File: src/rtl/srs_pkg.sv
package srs_pkg;
  typedef enum logic {
    SRS_RUN  = 1'b0,
    SRS_FILL = 1'b1
  } srs_state_e;
endpackage

File: src/rtl/srs_store.sv
// Private circular storage of return addresses; full push overwrites the oldest slot.
module srs_store #(
  parameter int AW    = 32,
  parameter int DEPTH = 16
) (
  input  logic          clk,
  input  logic          rst_n,
  input  logic          push,
  input  logic [AW-1:0] push_data,
  input  logic          pop,
  input  logic          fill,
  input  logic [AW-1:0] fill_data,
  output logic [AW-1:0] top_data,
  output logic [AW-1:0] old_data,
  output logic          full,
  output logic          empty
);
  localparam int IW = $clog2(DEPTH);
  localparam int CW = $clog2(DEPTH + 1);

  logic [AW-1:0] mem [DEPTH];
  logic [IW-1:0] bot_q, bot_d, top_idx, wr_idx, cnt_lo;
  logic [CW-1:0] cnt_q, cnt_d;
  logic          wr_en;
  logic [AW-1:0] wr_data;

  assign cnt_lo   = cnt_q[IW-1:0];
  assign full     = (cnt_q == CW'(DEPTH));
  assign empty    = (cnt_q == '0);
  assign top_idx  = bot_q + cnt_lo - IW'(1);
  assign top_data = mem[top_idx];
  assign old_data = mem[bot_q];

  always_comb begin
    bot_d   = bot_q;
    cnt_d   = cnt_q;
    wr_en   = 1'b0;
    wr_idx  = bot_q;
    wr_data = push_data;
    if (push) begin
      wr_en = 1'b1;
      if (full) begin
        wr_idx = bot_q;
        bot_d  = bot_q + IW'(1);
      end else begin
        wr_idx = bot_q + cnt_lo;
        cnt_d  = cnt_q + CW'(1);
      end
    end else if (fill) begin
      wr_en   = 1'b1;
      wr_idx  = bot_q;
      wr_data = fill_data;
      cnt_d   = CW'(1);
    end else if (pop) begin
      cnt_d = cnt_q - CW'(1);
    end
  end

  always_ff @(posedge clk or negedge rst_n) begin
    if (!rst_n) begin
      bot_q <= '0;
      cnt_q <= '0;
    end else begin
      bot_q <= bot_d;
      cnt_q <= cnt_d;
    end
  end

  always_ff @(posedge clk) begin
    if (wr_en) mem[wr_idx] <= wr_data;
  end
endmodule

File: src/rtl/srs_ctrl.sv
// Sequencing of calls, returns, spills and refills.
module srs_ctrl #(
  parameter int SPILL_W = 8
) (
  input  logic               clk,
  input  logic               rst_n,
  input  logic               call_valid,
  input  logic               ret_valid,
  input  logic               full,
  input  logic               empty,
  input  logic               spill_rd_valid,
  output logic               ret_ready,
  output logic               push,
  output logic               pop,
  output logic               fill,
  output logic               none,
  output logic               spill_wr_en,
  output logic               spill_rd_req,
  output logic [SPILL_W-1:0] spill_addr
);
  import srs_pkg::*;

  srs_state_e         st_q, st_d;
  logic [SPILL_W-1:0] nsp_q, nsp_d;
  logic               run, acc, have_spill;

  assign run          = (st_q == SRS_RUN);
  assign have_spill   = (nsp_q != '0);
  assign ret_ready    = run && !call_valid && (!empty || !have_spill);
  assign acc          = ret_valid && ret_ready;
  assign pop          = acc && !empty;
  assign none         = acc && empty;
  assign push         = run && call_valid;
  assign spill_wr_en  = push && full;
  assign spill_rd_req = run && ret_valid && !call_valid && empty && have_spill;
  assign fill         = !run && spill_rd_valid;
  assign spill_addr   = spill_wr_en ? nsp_q : nsp_q - SPILL_W'(1);

  always_comb begin
    st_d  = st_q;
    nsp_d = nsp_q;
    if (spill_wr_en) nsp_d = nsp_q + SPILL_W'(1);
    if (spill_rd_req) st_d = SRS_FILL;
    if (fill) begin
      st_d  = SRS_RUN;
      nsp_d = nsp_q - SPILL_W'(1);
    end
  end

  always_ff @(posedge clk or negedge rst_n) begin
    if (!rst_n) begin
      st_q  <= SRS_RUN;
      nsp_q <= '0;
    end else begin
      st_q  <= st_d;
      nsp_q <= nsp_d;
    end
  end
endmodule

File: src/rtl/srs_guard.sv
// Compares the claimed return address with the saved copy and keeps the violation record.
module srs_guard #(
  parameter int AW    = 32,
  parameter int CNT_W = 8
) (
  input  logic             clk,
  input  logic             rst_n,
  input  logic             take,
  input  logic             none,
  input  logic [AW-1:0]    saved,
  input  logic [AW-1:0]    claimed,
  output logic             viol_pulse,
  output logic             under_pulse,
  output logic [CNT_W-1:0] viol_count
);
  logic             bad, vp_d, up_d;
  logic [CNT_W-1:0] cnt_d;

  assign bad = take && (saved != claimed);

  always_comb begin
    vp_d  = bad;
    up_d  = none;
    cnt_d = viol_count;
    if (bad && (viol_count != '1)) cnt_d = viol_count + CNT_W'(1);
  end

  always_ff @(posedge clk or negedge rst_n) begin
    if (!rst_n) begin
      viol_pulse  <= 1'b0;
      under_pulse <= 1'b0;
      viol_count  <= '0;
    end else begin
      viol_pulse  <= vp_d;
      under_pulse <= up_d;
      viol_count  <= cnt_d;
    end
  end
endmodule

File: src/rtl/shadow_ret_stack.sv
module shadow_ret_stack #(
  parameter int AW      = 32,
  parameter int DEPTH   = 16,
  parameter int CNT_W   = 8,
  parameter int SPILL_W = 8
) (
  input  logic               clk,
  input  logic               rst_n,
  input  logic               call_valid,
  input  logic [AW-1:0]      call_addr,
  input  logic               ret_valid,
  input  logic [AW-1:0]      ret_addr,
  output logic               ret_ready,
  output logic [AW-1:0]      ret_target,
  output logic               viol_pulse,
  output logic               under_pulse,
  output logic [CNT_W-1:0]   viol_count,
  output logic               spill_wr_en,
  output logic               spill_rd_req,
  output logic [SPILL_W-1:0] spill_addr,
  output logic [AW-1:0]      spill_wr_data,
  input  logic               spill_rd_valid,
  input  logic [AW-1:0]      spill_rd_data
);
  logic          push, pop, fill, none, full, empty;
  logic [AW-1:0] top_data;

  srs_store #(.AW(AW), .DEPTH(DEPTH)) u_store (
    .clk(clk), .rst_n(rst_n), .push(push), .push_data(call_addr),
    .pop(pop), .fill(fill), .fill_data(spill_rd_data),
    .top_data(top_data), .old_data(spill_wr_data), .full(full), .empty(empty)
  );

  srs_ctrl #(.SPILL_W(SPILL_W)) u_ctrl (
    .clk(clk), .rst_n(rst_n), .call_valid(call_valid), .ret_valid(ret_valid),
    .full(full), .empty(empty), .spill_rd_valid(spill_rd_valid),
    .ret_ready(ret_ready), .push(push), .pop(pop), .fill(fill), .none(none),
    .spill_wr_en(spill_wr_en), .spill_rd_req(spill_rd_req), .spill_addr(spill_addr)
  );

  assign ret_target = empty ? '0 : top_data;

  srs_guard #(.AW(AW), .CNT_W(CNT_W)) u_guard (
    .clk(clk), .rst_n(rst_n), .take(pop), .none(none),
    .saved(top_data), .claimed(ret_addr),
    .viol_pulse(viol_pulse), .under_pulse(under_pulse), .viol_count(viol_count)
  );
endmodule

File: config.mk
export PLATFORM = sky130hd
export DESIGN_NAME = shadow_ret_stack
export DESIGN_NICKNAME = d
export VERILOG_FILES = /design/src/rtl/srs_pkg.sv /design/src/rtl/srs_store.sv /design/src/rtl/srs_ctrl.sv /design/src/rtl/srs_guard.sv /design/src/rtl/shadow_ret_stack.sv
export SDC_FILE = /design/constraint.sdc
export NUM_CORES = 1
export LEC_CHECK = 0
export BUFFER_PORTS_ARGS = -buffer_cell sky130_fd_sc_hd__buf_4
export CAP_MARGIN = 25
export CORE_MARGIN = 1.5
export CORE_UTILIZATION = 28
export CTS_CLUSTER_DIAMETER = 80
export DETAILED_ROUTE_END_ITERATION = 10
export MAX_ROUTING_LAYER = met4
export PLACE_DENSITY = 0.49
export SETUP_SLACK_MARGIN = 0.4
export SYNTH_ARGS = -nofsm -noshare
export SYNTH_HDL_FRONTEND = slang
export SYNTH_SLANG_ARGS = --single-unit
File: constraint.sdc
create_clock -name clk -period 10.2 [get_ports clk]
set_input_delay 1.02 -clock clk [delete_from_list [all_inputs] [get_ports clk]]
set_output_delay 1.02 -clock clk [all_outputs]
set_load 0.02 [all_outputs]
-- Word-level counts from Yosys, hierarchy flattened
Memories as Yosys holds them, arrays and structs flattened.
Cells that the tools add are included.
- bits of input ports: 101
- output and inout port bits: 85
- bits in writable memories: 512
- register bits after elaboration: 28
- memories kept: 1
- memories (name ; words ; bits a word ; read ports ; clocked after memory_dff ; write ports ; RTL line ; text):
    u_store.mem ; 16 ; 32 ; 2 ; 0 ; 1 ; srs_store.sv:21 ; logic [AW-1:0] mem [DEPTH];
- mux-type cells: 18
- reductions and logical operators: 25
- bitwise logic cells: 1
- equal/unequal tests: 4
- add/sub/neg operators: 8
- operators with widths (cell ; count):
    32-bit two-way mux ; 3
    32-bit != test ; 1
    8-bit two-way mux ; 3
    5-bit two-way mux ; 4
    8-bit by 1-bit adder with 8-bit output (second input constant) ; 2
    1-bit logical AND ; 14
    4-bit two-way mux ; 2
    8-bit != test (second input constant) ; 1
    8-bit nonzero test ; 1
    8-bit by 1-bit subtractor with 8-bit output (second input constant) ; 1
    1-bit two-way mux ; 6
    5-bit by 1-bit adder with 5-bit output (second input constant) ; 1
    5-bit equality test (second input constant) ; 1
    5-bit zero test ; 1
    5-bit by 1-bit subtractor with 5-bit output (second input constant) ; 1
    4-bit by 1-bit adder with 4-bit output (second input constant) ; 1
    4-bit adder ; 1
    2-bit AND reduction ; 2
    2-bit nonzero test ; 2
    4-bit by 1-bit subtractor with 4-bit output (second input constant) ; 1
    1-bit zero test ; 3
    3-bit nonzero test ; 1
    2-bit != test (second input constant) ; 1
    1-bit logical OR ; 1
    1-bit NOT ; 1

-- Logic depth before layout (Yosys ltp)
Gate-level depths: netlist of run 1.
- depth after elaboration: 9
- gate-level depth with buffers: 19
- depth with buffers taken out: 13

-- Hierarchy
From an unflattened synthesis of run 1, not the netlist that was laid out.
- cell total of the unflattened synthesis: 1318
- area, all modules: 26241.4 µm²
- by module, submodules not included (module ; area an instance (µm²) ; cells an instance ; times used):
    srs_store ; 24504.8 ; 1121 ; 1
    srs_guard ; 804.5 ; 81 ; 1
    srs_ctrl ; 709.4 ; 81 ; 1
    shadow_ret_stack ; 222.7 ; 35 ; 1

-- Worst setup path before layout of run 1
Ideal clock, no wire load.
- path kind: register -> output
- start: reg u_store.cnt_q[0]
- end: out ret_target[4]
- path buffers: 5
- setup slack: 5.758 ns
- stages on the path, launching flop included: 13
- arrival: 3.422 ns
- path through: dfrtp_1 ha_1 buf_2 buf_2 buf_2 inv_1 ha_1 clkbuf_1 clkbuf_1 mux4_2 nand2_1 mux2_2 a21oi_1
- cells in the longest elaborated chain, start to end: 4
- elaborated cells on any way between the ends: 5
- classes of those cells: 2 x add/sub; 1 x mux; 1 x reduce/logical; 1 x memory
- RTL lines (what ; RTL line ; text):
    start: declaration ; srs_store.sv:23 ; logic [CW-1:0] cnt_q, cnt_d;
    start signal: assignment ; srs_store.sv:65 ; cnt_q <= cnt_d;
    4-bit adder ; srs_store.sv:30 ; assign top_idx = bot_q + cnt_lo - IW'(1);
    4-bit by 1-bit subtractor with 4-bit output ; srs_store.sv:30 ;
    memory 16 x 32 bit ; n/a ;
    32-bit two-way mux * ; shadow_ret_stack.sv:41 ; assign ret_target = empty ? '0 : top_data;
    end: declaration ; shadow_ret_stack.sv:14 ; output logic [AW-1:0] ret_target,
Mark *: on every way between the ends. The rest lies on a longest branch, timed or not.

-- Final worst setup path of run 1
- start: reg u_store.bot_q[1]
- end: out ret_target[23]
- cells in the longest elaborated chain, start to end: 4
- RTL lines (what ; RTL line ; text):
    start: declaration ; srs_store.sv:22 ; logic [IW-1:0] bot_q, bot_d, top_idx, wr_idx, cnt_lo;
    start signal: assignment ; srs_store.sv:64 ; bot_q <= bot_d;
    4-bit adder ; srs_store.sv:30 ;
    4-bit by 1-bit subtractor with 4-bit output ; srs_store.sv:30 ;
    memory 16 x 32 bit ; n/a ;
    32-bit two-way mux ; shadow_ret_stack.sv:41 ;
No other way between the ends.

==> results of run 1 <==
==> final timing paths <==
| path | cells after the start | end | startpoint | slack, ns |
|---|---|---|---|---|
| min in group clk | 1 | u_guard.viol_count[4] | u_guard.viol_count[4] | 0.51 |
| max in group asynchronous | 1 | u_store.bot_q[0] | rst_n | 9.56 |
| worst max register to register | 13 | u_guard.viol_count[1] | u_store.bot_q[1] | 3.55 |
| worst min register to register | 1 | u_guard.viol_count[4] | u_guard.viol_count[4] | 0.51 |
| worst min-delay path | 1 | u_ctrl.nsp_q[7] | rst_n | 0.31 |
| worst max-delay path | 9 | ret_target[23] | u_store.bot_q[1] | 3.36 |
==> layer usage <==
layer  vias to the layer above  GRT usage
met5                         -          -
met1                      8436      0.228
li1                       6597          -
met2                       668      0.276
met3                       100     0.0395
met4                         0     0.0450
==> metrics by stage <==
step	worst slack, ns	std cells	hold slack (ns)	instance area (µm²)
5_1_grt	3.03	3020	0.317	31700
2_1_floorplan	5.76	1533	0.481	26600
3_5_place_dp	3.62	2906	0.500	29500
4_1_cts	3.29	3018	0.298	31700
3_3_place_gp	3.62	2906	0.487	29500
6_report	3.36	3020	0.311	31700
==> registers in the layout, summed over array words and instances, names as in the netlist <==
name,count
u_store.mem,512
u_guard.viol_pulse,1
u_guard.viol_count,8
u_guard.under_pulse,1
u_store.bot_q,4
u_ctrl.st_q,1
u_ctrl.nsp_q,8
u_store.cnt_q,5
==> placed cells by master, fill, tap and decap left out, drive strengths merged, types with 28 or more instances in the layout <==
master / netlist / final
a21oi: 34 / 34
buf: 50 / 223
clkbuf: 53 / 68
dfrtp: 28 / 28
edfxtp: 512 / 512
mux2: 33 / 33
mux2i: 38 / 38
mux4: 288 / 288
nand2: 237 / 237
nor2: 52 / 52
==> cell families after synthesis <==
| kind of cell | after synthesis | share of synthesized area |
|---|---|---|
| DFF | 540 | 0.605 |
| muxes | 359 | 0.275 |
| xor gates and xnor gates | 35 | 0.0123 |
| adders and majority gates | 12 | 0.00593 |
| and+or+nand+nor | 393 | 0.0661 |
| AOI/OAI and AO/OA | 70 | 0.0145 |
| buffers and inverters | 124 | 0.0210 |
==> critical path: stages (launching register included) <==
cell,delay (ns)
dfrtp_4,0.81
buf_4,0.71
fa_1,0.35
xor2_2,0.39
nor3_2,0.09
xnor3_4,0.84
buf_4,0.69
mux2_2,0.46
a21oi_1,0.47
buf_4,0.25
==> area by class of cell <==
type,instances,share of cell area
inverters,21,0.00249
flip-flops and latches,540,0.507
multi-input cells,869,0.320
well taps,1254,0.0495
diodes,1,0.0000789
clock inverters,44,0.0190
clock buffers,68,0.0483
repair buffers,223,0.0538
==> flow_summary.ini, run 1 <==
[timing]
fmax_mhz = 146
finalMaxSlewViolations = 0
grt_setup_unrepaired = false
setup_violations = 0
hold_viol_final = 0
worstMarginPinSlew_ns = 1.00
fin_setup_tns_ns = 0
fin_skew_ns = 0.0213
period_minus_slack_ns = 6.84
final.period_utilization = 0.671
slew_headroom = 0.332

[routing]
drc = 0
drtAntennaViolNets = 0
vias = 15800
totalWireLength_mm = 83.4
drtIter0Drc = 1441
first_pass_iters = 5
top_layer = met4
wl_met1_mm = 35.1
wl_met3_mm = 6.24
wl_met2_mm = 40.1
vias_per_cell = 5.23
wl_per_cell_um = 27.6

[yosys]
synth_cell_type_count = 48
yosys_warnings = 0
synth-async-reset-ratio = 0.0519
syn-mean-instance-area_um2 = 17.3
synthFlopType = edfxtp_1
synth_edf_count = 512
synthTopCellsByCount = edfxtp_1 (512), mux4_2 (288), nand2_1 (237)
yosys-top-cells-area = edfxtp_1 (58%), mux4_2 (24%), nand2_1 (3.3%), dfrtp_1 (2.6%), mux2i_1 (1.4%)
synthesis.nets = 1646
ys_seq_elements = 540
synthesis.instances = 1533
yosysSeqAreaShare = 0.605
synth_area_um2 = 26600
yosysTopAreaCell = edfxtp_1
synth_top_area_frac = 0.578
yosysMostFrequentCell = edfxtp_1

[clock_tree]
clockBufferDepth = 3
cts_tree = done
path_clk_slew_ns = 0.06
numCtsBuffers = 59
worstSkewPairLatency_ns = 0.63
htreeDepth = 2
cts_resized = 0
cts_setup_buffers = 0
root_buffer = clkbuf_16
postCtsHoldBufs = 0
numClockSinks = 540

[final_layout]
drive_gt1_frac = 0.381
multi_input_area_um2 = 10100
seqCellArea_um2 = 16100
fill_cells = 8874
final_util = 0.338
nNetsFinal = 1827
area_growth_pct = 19.3

[run_status]
status = completed

[global_route]
grt_pass1_vias = 16200
grt_max_degree = 104
grt_overflow_total = 0
grt_use_total = 0.175
antenna_found_initial = 2
grt_pass1_wl_mm = 118

[placed_design]
io_buffers = 185
place_congestion = 0.790
dp_hpwl_mm = 50.5

[floorplan]
rows = 112
die_area_um2 = 96800
core-area_um2 = 93700
initial_utilization = 0.284
die_w_um = 311
dieHeight_um = 311
io_pins = 186

[job]
drv_cap = 0

[worst_setup_path]
path_max_fanout = 45
critPathLaunchType = flip-flop
worst_setup_path_end_kind = primary output
crit_required_ns = 9.18
crit_type = flip-flop to primary output
cp.arrival_ns = 5.82

[hold_path]
hold_path.class = primary input to async pin
Power of run 1 is left out: the tool's default activity adds up to more than one toggle a clock period on the data nets, which glitch-free logic cannot reach.
==> run 2, diff against run 1 <==
- PLACE_DENSITY: 0.49 -> 0.51
- clock period: 10.2 -> 5.5 ns (I/O delays scaled with it)
==> flow_summary.ini, run 2 (synthesis gave the netlist of run 1 again) <==
[final_layout]
multi_input_area_um2 = 10100
layout_common_cells = edfxtp_1 (512), mux4_2 (288), nand2_1 (236)
seqCellArea_um2 = 16100
fill_cells = 8905
drive_gt1_frac = 0.382
nNetsFinal = 1843
area_growth_pct = 19.8
layout_commonest_cell = edfxtp_1
largest_reg_flops = 512
top_regs = u_store.mem x512, u_ctrl.nsp_q x8, u_guard.viol_count x8
top_register = u_store.mem

[worst_setup_path]
crit_required_ns = 6.00
critPathLaunchType = flip-flop
path_max_fanout = 16
cp.arrival_ns = 5.43
crit_type = flip-flop to flip-flop
worst_setup_path_end_kind = flip-flop

[floorplan]
rows = 112
die_area_um2 = 96800
dieHeight_um = 311
die_w_um = 311
io_pins = 186
initial_utilization = 0.284
core-area_um2 = 93700

[timing]
worstMarginPinSlew_ns = 1.05
hold_viol_final = 0
slew_headroom = 0.300
setup_violations = 0
finalMaxSlewViolations = 0
period_minus_slack_ns = 4.93
fin_setup_tns_ns = 0
grt_setup_unrepaired = false
fin_skew_ns = 0.0207
fmax_mhz = 203
final.period_utilization = 0.896

[clock_tree]
clockBufferDepth = 3
cts_tree = done
path_clk_slew_ns = 0.06
worstSkewPairLatency_ns = 0.63
numCtsBuffers = 60
htreeDepth = 2
numClockSinks = 540
root_buffer = clkbuf_16

[routing]
drc = 0
drtIter0Drc = 1516
drtAntennaViolNets = 0
totalWireLength_mm = 83.5
first_pass_iters = 5
wl_per_cell_um = 27.5
vias = 15900
vias_per_cell = 5.23

[global_route]
grt_use_total = 0.176
antenna_found_initial = 1
grt_max_degree = 102
grt_pass1_vias = 16200
grt_overflow_total = 0
grt_pass1_wl_mm = 119

[placed_design]
place_congestion = 0.798
dp_hpwl_mm = 50.9
io_buffers = 185

[hold_path]
hold_path.class = primary input to flip-flop

[run_status]
status = completed

[job]
drv_cap = 0
-- run 2: final timing paths --
| path | startpoint | slack, ns | endpoint | cells after the start |
|---|---|---|---|---|
| max in group asynchronous | rst_n | 4.77 | u_store.bot_q[1] | 2 |
| min in group asynchronous | rst_n | 0.40 | u_ctrl.nsp_q[4] | 2 |
| worst min-delay path | ret_valid | 0.21 | u_guard.under_pulse | 3 |
| worst max register to register | u_store.cnt_q[0] | 0.57 | u_guard.viol_count[6] | 12 |
| worst max-delay path | u_store.cnt_q[0] | 0.57 | u_guard.viol_count[6] | 12 |
| worst min register to register | u_guard.viol_count[4] | 0.49 | u_guard.viol_count[4] | 1 |
-- run 2: final cells by class --
| type | instances | share of cell area |
|---|---|---|
| flip-flops and latches | 540 | 0.505 |
| repair buffers | 238 | 0.0627 |
| well taps | 1254 | 0.0492 |
| inverters | 21 | 0.00247 |
| multi-input cells | 869 | 0.318 |
| diodes | 1 | 0.0000785 |
| clock buffers | 75 | 0.0489 |
| clock inverters | 39 | 0.0134 |
-- run 2: timing repair --
action                                  CTS  global route
gates resized for setup                   1             0
hold endpoints to repair                 28             0
buffers inserted                          0             0
endpoints found under the setup margin    2             0
hold buffers                              1             0
-- run 2: through the flow --
step	setup WS, ns	utilization	cells	hold slack [ns]	instance area (µm²)
global placement	0.271	0.318	2919	0.491	29800
floorplan	1.21	-	1533	0.254	26600
finish	0.570	0.340	3037	0.211	31900
global route	0.440	0.340	3036	0.221	31900
CTS	0.531	0.339	3034	0.179	31800
detailed placement	0.333	0.318	2919	0.485	29800
-- run 2: per-layer routing --
metal	up-vias	track usage	wire, µm
met5	-	-	0
met4	0	0.0452	2030
met3	122	0.0351	6030
met2	713	0.281	40700
met1	8439	0.229	34700
li1	6621	-	-
-- run 2: worst max-delay path, cell delays in order (launching register included) --
cell and delay [ns]:
dfrtp_1 0.47, ha_4 0.21, fa_1 0.52, nor3_2 0.24, xnor3_4 0.67, buf_4 0.32, mux2i_1 0.21, o21ai_0 0.48
nand4b_1 0.20, nor4_2 0.47, and4_1 0.56, nor2_1 0.13, mux2_4 0.31
Power of run 2 is left out for the same reason.
